===== src/rtl/vcm_pkg.sv =====
// Package: shared sizing for the crosswise digit-column multiplier.
// Assumes operands are a whole number of digits wide.
package vcm_pkg;
    localparam int VCM_DIGIT_W    = 4;
    localparam int VCM_NUM_DIGITS = 4;

    // Bits needed for a column holding up to n_terms digit products.
    function automatic int colsum_width(input int digit_w, input int n_terms);
        return 2 * digit_w + $clog2(n_terms + 1);
    endfunction
endpackage


===== src/rtl/vcm_digit_mult.sv =====
// Module: vcm_digit_mult
// Multiplies one digit by another, unsigned and purely combinational.
// Assumes nothing about the operands beyond their width.
module vcm_digit_mult #(
    parameter int DIGIT_W = 4,
    localparam int PP_W   = 2 * DIGIT_W
) (
    input  logic [DIGIT_W-1:0] dig_x,
    input  logic [DIGIT_W-1:0] dig_y,
    output logic [PP_W-1:0]    pp
);
    // Widen both digits before the multiply so no bit of the product is lost.
    always_comb begin
        pp = PP_W'(dig_x) * PP_W'(dig_y);
    end
endmodule


===== src/rtl/vcm_column_sum.sv =====
// Module: vcm_column_sum
// Adds the digit products that fall in one product column.
// Assumes slots that carry no product for this column are tied to zero.
module vcm_column_sum #(
    parameter int DIGIT_W    = 4,
    parameter int NUM_DIGITS = 4,
    localparam int PP_W      = 2 * DIGIT_W,
    localparam int CS_W      = vcm_pkg::colsum_width(DIGIT_W, NUM_DIGITS)
) (
    input  logic [NUM_DIGITS*PP_W-1:0] terms,
    output logic [CS_W-1:0]            col_sum
);
    // Sum every slot of the column in one adder tree.
    always_comb begin
        col_sum = '0;
        for (int s = 0; s < NUM_DIGITS; s++) begin
            col_sum = col_sum + CS_W'(terms[s*PP_W +: PP_W]);
        end
    end
endmodule


===== src/rtl/vcm_merge.sv =====
// Module: vcm_merge
// Weights each column sum by its digit position and adds them with carries.
// Assumes the true product fits in PROD_W bits, so bits shifted out are zero.
module vcm_merge #(
    parameter int DIGIT_W    = 4,
    parameter int NUM_DIGITS = 4,
    localparam int NUM_COLS  = 2 * NUM_DIGITS - 1,
    localparam int CS_W      = vcm_pkg::colsum_width(DIGIT_W, NUM_DIGITS),
    localparam int PROD_W    = 2 * DIGIT_W * NUM_DIGITS
) (
    input  logic [NUM_COLS*CS_W-1:0] col_flat,
    output logic [PROD_W-1:0]        product
);
    // Shift column k up by k digits and add it to the running result.
    always_comb begin
        product = '0;
        for (int k = 0; k < NUM_COLS; k++) begin
            product = product + (PROD_W'(col_flat[k*CS_W +: CS_W]) << (DIGIT_W * k));
        end
    end
endmodule


===== src/rtl/vcm_mult16.sv =====
// Module: vcm_mult16
// Unsigned multiplier built from parallel crosswise digit columns. The
// product goes into a register that loads only when valid_in is set.
// Assumes unsigned operands and a synchronous active-low reset.
module vcm_mult16 #(
    parameter int DIGIT_W    = vcm_pkg::VCM_DIGIT_W,
    parameter int NUM_DIGITS = vcm_pkg::VCM_NUM_DIGITS,
    localparam int OP_W      = DIGIT_W * NUM_DIGITS,
    localparam int PROD_W    = 2 * OP_W
) (
    input  logic              clk,
    input  logic              rst_n,
    input  logic              valid_in,
    input  logic [OP_W-1:0]   op_a,
    input  logic [OP_W-1:0]   op_b,
    output logic [PROD_W-1:0] prod_out,
    output logic              valid_out
);
    localparam int PP_W     = 2 * DIGIT_W;
    localparam int NUM_COLS = 2 * NUM_DIGITS - 1;
    localparam int CS_W     = vcm_pkg::colsum_width(DIGIT_W, NUM_DIGITS);

    logic [DIGIT_W-1:0]         a_dig [NUM_DIGITS];
    logic [DIGIT_W-1:0]         b_dig [NUM_DIGITS];
    logic [PP_W-1:0]            pp    [NUM_DIGITS][NUM_DIGITS];
    logic [NUM_DIGITS*PP_W-1:0] col_terms [NUM_COLS];
    logic [NUM_COLS*CS_W-1:0]   col_flat;
    logic [PROD_W-1:0]          prod_comb;
    logic [PROD_W-1:0]          prod_q;
    logic                       valid_q;

    // Cut both operands into digits.
    for (genvar g = 0; g < NUM_DIGITS; g++) begin : g_split
        assign a_dig[g] = op_a[g*DIGIT_W +: DIGIT_W];
        assign b_dig[g] = op_b[g*DIGIT_W +: DIGIT_W];
    end

    // Form all digit products at once.
    for (genvar i = 0; i < NUM_DIGITS; i++) begin : g_row
        for (genvar j = 0; j < NUM_DIGITS; j++) begin : g_cell
            vcm_digit_mult #(.DIGIT_W(DIGIT_W)) i_dm (
                .dig_x (a_dig[i]),
                .dig_y (b_dig[j]),
                .pp    (pp[i][j])
            );
        end
    end

    // Route the product of (i, k-i) into slot i of column k; unused slots get zero.
    for (genvar k = 0; k < NUM_COLS; k++) begin : g_col
        for (genvar i = 0; i < NUM_DIGITS; i++) begin : g_slot
            if ((k - i) >= 0 && (k - i) < NUM_DIGITS) begin : g_used
                assign col_terms[k][i*PP_W +: PP_W] = pp[i][k-i];
            end else begin : g_empty
                assign col_terms[k][i*PP_W +: PP_W] = '0;
            end
        end
        vcm_column_sum #(.DIGIT_W(DIGIT_W), .NUM_DIGITS(NUM_DIGITS)) i_cs (
            .terms   (col_terms[k]),
            .col_sum (col_flat[k*CS_W +: CS_W])
        );
    end

    // Weight and add the column sums.
    vcm_merge #(.DIGIT_W(DIGIT_W), .NUM_DIGITS(NUM_DIGITS)) i_merge (
        .col_flat (col_flat),
        .product  (prod_comb)
    );

    // Load the product on a valid strobe; pass the strobe through one stage.
    always_ff @(posedge clk) begin
        if (!rst_n) begin
            prod_q  <= '0;
            valid_q <= 1'b0;
        end else begin
            valid_q <= valid_in;
            if (valid_in) begin
                prod_q <= prod_comb;
            end
        end
    end

    assign prod_out  = prod_q;
    assign valid_out = valid_q;
endmodule


===== config.mk =====
export PLATFORM = sky130hd
export DESIGN_NAME = vcm_mult16
export DESIGN_NICKNAME = d
export VERILOG_FILES = /design/src/rtl/vcm_pkg.sv /design/src/rtl/vcm_digit_mult.sv /design/src/rtl/vcm_column_sum.sv /design/src/rtl/vcm_merge.sv /design/src/rtl/vcm_mult16.sv
export SDC_FILE = /design/constraint.sdc
export NUM_CORES = 1
export LEC_CHECK = 0
export ABC_CLOCK_PERIOD_IN_PS = 11600
export BUFFER_PORTS_ARGS = -buffer_cell sky130_fd_sc_hd__buf_2
export CAP_MARGIN = 40
export CELL_PAD_IN_SITES_DETAIL_PLACEMENT = 1
export CELL_PAD_IN_SITES_GLOBAL_PLACEMENT = 1
export CORE_ASPECT_RATIO = 0.6
export CORE_MARGIN = 1
export CORE_UTILIZATION = 51
export DETAILED_ROUTE_END_ITERATION = 10
export PLACE_DENSITY = 0.84
export SLEW_MARGIN = 20
export SYNTH_ARGS = -nofsm -noshare
export SYNTH_HDL_FRONTEND = slang
export SYNTH_HIERARCHICAL = 1
export SYNTH_SLANG_ARGS = --single-unit

===== constraint.sdc =====
create_clock -name clk -period 11.6 [get_ports clk]
set_input_delay 2.32 -clock clk [delete_from_list [all_inputs] [get_ports clk]]
set_output_delay 2.32 -clock clk [all_outputs]
set_load 0.01 [all_outputs]

Word level (Yosys, flattened, before mapping) --
Cells that the tools add are included.
Operators by class: $add $sub $neg 15, multipliers 16
Operator list (count):
- 4-bit by 4-bit multiplier with 8-bit output | 16
- 8-bit by 8-bit adder with 9-bit output | 5
- 11-bit by 8-bit adder with 11-bit output | 4
- 32-bit by 19-bit adder with 32-bit output | 1
- 32-bit by 23-bit adder with 32-bit output | 1
- 32-bit by 27-bit adder with 32-bit output | 1
- 32-bit by 29-bit adder with 32-bit output | 1
- 32-bit adder | 1
- 8-bit by 13-bit adder with 14-bit output | 1
Storage, ports and cells: flip-flop bits (word level) 33, output and inout port bits 33

Longest topological paths before layout --
word-level depth 8, mapped depth 36

Modules after synthesis --
The synthesis kept the hierarchy.
Modules (own cells, without submodules):
- vcm_column_sum (g_col[0].i_cs ...) | times used 6, cells each 97, area an instance 783.3 µm², sequential area each 0.0 µm²
- vcm_digit_mult (g_row[0].g_cell[0].i_dm ...) | times used 10, cells each 51, area an instance 447.9 µm², sequential area each 0.0 µm²
- vcm_digit_mult (g_row[0].g_cell[3].i_dm ...) | times used 6, cells each 51, area an instance 464.2 µm², sequential area each 0.0 µm²
- vcm_merge | times used 1, cells each 279, area an instance 2208.4 µm², sequential area each 0.0 µm²
- vcm_mult16 | times used 1, cells each 106, area an instance 1273.7 µm², sequential area each 660.6 µm²
- vcm_column_sum (g_col[5].i_cs) | times used 1, cells each 102, area an instance 815.8 µm², sequential area each 0.0 µm²

Least setup slack after synthesis --
Ideal clock, no wire load.
kind in2reg, start point input port op_a[0], end point register prod_q[27] (netlist: prod_out[27]), setup time 0.116 ns, arrival time 9.724 ns, required time 11.484 ns, path slack 1.760 ns, cell stages on the path 32, buffers on the path 0, cell sequence nand2_1 -> fa_1 -> inv_1 -> fa_1 -> fa_1 -> a21o_2 -> a21oi_1 -> xnor2_1 -> inv_1 -> fa_1 -> fa_1 -> inv_1 -> ha_1 -> a21oi_2 -> nand2_1 -> a221o_1 -> a211o_1 -> ha_1 -> ha_1 -> or3_1 -> o21ai_0 -> a31oi_1 -> xor2_1 -> ha_1 -> fa_1 -> a211oi_2 -> o21bai_1 -> a211oi_2 -> o21bai_1 -> xnor2_1 -> mux2i_1 -> nor2b_1
RTL lines:
- start, declared | line vcm_mult16.sv:14 | input logic [OP_W-1:0] op_a,
- end signal, assigned | line vcm_mult16.sv:78 | prod_q <= prod_comb;
- end, declared | line vcm_mult16.sv:29 | logic [PROD_W-1:0] prod_q;

==> run summary <==
The flow ran to the end, and the final reports show no timing, DRC or antenna violations. The number of buffers inserted during clock tree synthesis was 5. The number of gates resized after CTS was 0. In this run the worst path has a maximum fanout of 16.

Setup total negative slack on the finished layout was measured at 0 ps. The clock latency on the worst-skew pair is 270 ps. Static timing analysis puts the maximum clock frequency at 92.91 MHz. The horizontal extent of the die came out at 231.8 um. In the layout the commonest cells are sky130_fd_sc_hd__inv_1 (374), sky130_fd_sc_hd__ha_1 (300), sky130_fd_sc_hd__and2_1 (213). The most common cell after layout, fill and taps aside is sky130_fd_sc_hd__inv_1. Sort of element at the end of the critical path: a flip-flop. The clock-pin slew on the worst setup and hold paths is 60 ps, and the all-layer global routing usage is 28.14%. The slowest cell on the critical path is sky130_fd_sc_hd__fa_1. The tools report the number of global-route vias before repair as 14.23k. The first global-routing pass estimated 73230 um of wire. In the detailed route, the total length drawn on met2 is 19730 um. The total number of vias is 13.23k, and the final clock skew is 0 ps. The tools report the detailed-router iteration count before antenna repair as 5. The tools report the normalized max-slew margin as 58.74%. Detailed router's first-iteration violation count: 630. The delay of the slowest critical-path stage was 550 ps; the max-slew violation count was 0. The vias per cell is 5.435, and the DRC violations left is 0. The post-CTS repair timing setup buffer count is 0. Along the worst hold path, the cell count comes to 2.

In the final routed layout, each cell accounts on average for 18.45 um. The required time of the critical path was 11810 ps; the maximum root-to-sink buffer count was 2. The die covers 32440 sq um. The logs give 38910 um for the half-perimeter wire length of the detailed placement result and 1852 um for the detailed route wirelength on metal3. The path category of the worst min-delay check is reg -> reg. After synthesis the cells add up to 16170 sq um. The vertical extent of the die is 139.9 um. The worst setup path is launched from a primary input. Summed over all layers, the global routing overflow is 0. The tools report the number of max-capacitance violations reported as 0. The critical path in this run is classified as in -> reg. The net total in the final layout was 2543; the total clock sinks was 33. Setup repair after global routing left no endpoint under its margin.

Averaged over all synthesized cells, the footprint is 8.649 sq um. Worst endpoint data arrival time: 10980 ps. The congestion estimate from routability-driven global placement came to 0.9165.

The count of hold-fix buffers inserted at cts was 0. In the synthesized netlist, the number of instances is 1869. The largest net degree at the start of global routing was 34. The count of final hold-check violations came out at 0. The slew at the pin closest to its max-slew limit works out to 618.9 ps. The dominant cell type by count on the critical path was sky130_fd_sc_hd__fa_1. Topmost layer with routed signal wires: met4. The final-report setup violation count was 0.

The number of antenna diodes in the final layout is 0. The area growth from synthesis to layout is 7.384%. The tools report the overall routed net length as 44900 um. The initial core utilization was 51.89%; the share of layout cells above drive strength 1 was 6.739%. TritonCTS built the clock tree.

Port buffering added 67 buffers. 68 I/O pins were placed. The number of cells on the worst reg-to-reg path is 2. The final worst-path cycle share is 92.79%, and the number of antenna violations at the first check in global routing is 0. The core region is 31150 sq um. The clock period could shrink to 10760 ps. The detailed router put a total of 22610 um of wire on met1.

The H-tree was split into 2 levels. For this run, the number of Yosys warnings is 6. The number of nets with antenna violations after routing was 0. The cell sitting at the root of the clock tree is a sky130_fd_sc_hd__clkbuf_16. The initialized floorplan defines 50 standard-cell rows.
-- path summary, 6_finish.rpt --
check                    start            to  slack, ps
setup / recovery       op_b[6]  prod_out[30]        840
hold / removal     prod_out[5]   prod_out[5]        530
setup reg to reg  prod_out[17]  prod_out[17]      10870
hold reg to reg    prod_out[5]   prod_out[5]        530
-- layout make-up --
class                   instances  area (sq um)
clock inverters                 2         10.01
clock buffers                   6         128.9
fillers                      3844         13800
repair buffers                 71         377.9
inverters                     375          1408
flip-flops and latches         33         660.6
well taps                     416         520.5
multi-input cells            1531         14250
-- state kept, by name (all words and copies together), names as in the netlist --
signal / cells
valid_out: 1
prod_out: 32
-- critical path: cells and delay by family --
kind | cells | cell delay (ps)
compound gates | 11 | 2350
xor+xnor | 2 | 330
fa+ha+maj | 10 | 4480
buf+inv | 4 | 460
mux | 1 | 100
simple gates | 6 | 920
-- metal layers --
metal / GRT usage (%) / up-vias
li1: - / 6347
met1: 41.34 / 6574
met2: 45.53 / 269
met3: 2.402 / 39
met4: 4.605 / 0
met5: 0 / -
-- metrics by stage --
| step | worst slack [ps] | util (%) | cells | hold WS, ps | instance area [sq um] |
|---|---|---|---|---|---|
| after floorplan | 1760 | - | 1964 | 538.3 | 16520 |
| after global placement | 930.9 | 55.21 | 2425 | 490.7 | 17200 |
| after detailed placement | 633.0 | 55.27 | 2426 | 505.5 | 17220 |
| after CTS | 846.6 | 55.72 | 2434 | 528.9 | 17360 |
| after global routing | 332.5 | 55.72 | 2434 | 557.4 | 17360 |
| final | 836.4 | 55.72 | 2434 | 527.2 | 17360 |
Power is left out: the tool's default activity adds up to more than one toggle a clock period on the data nets, which glitch-free logic cannot reach.
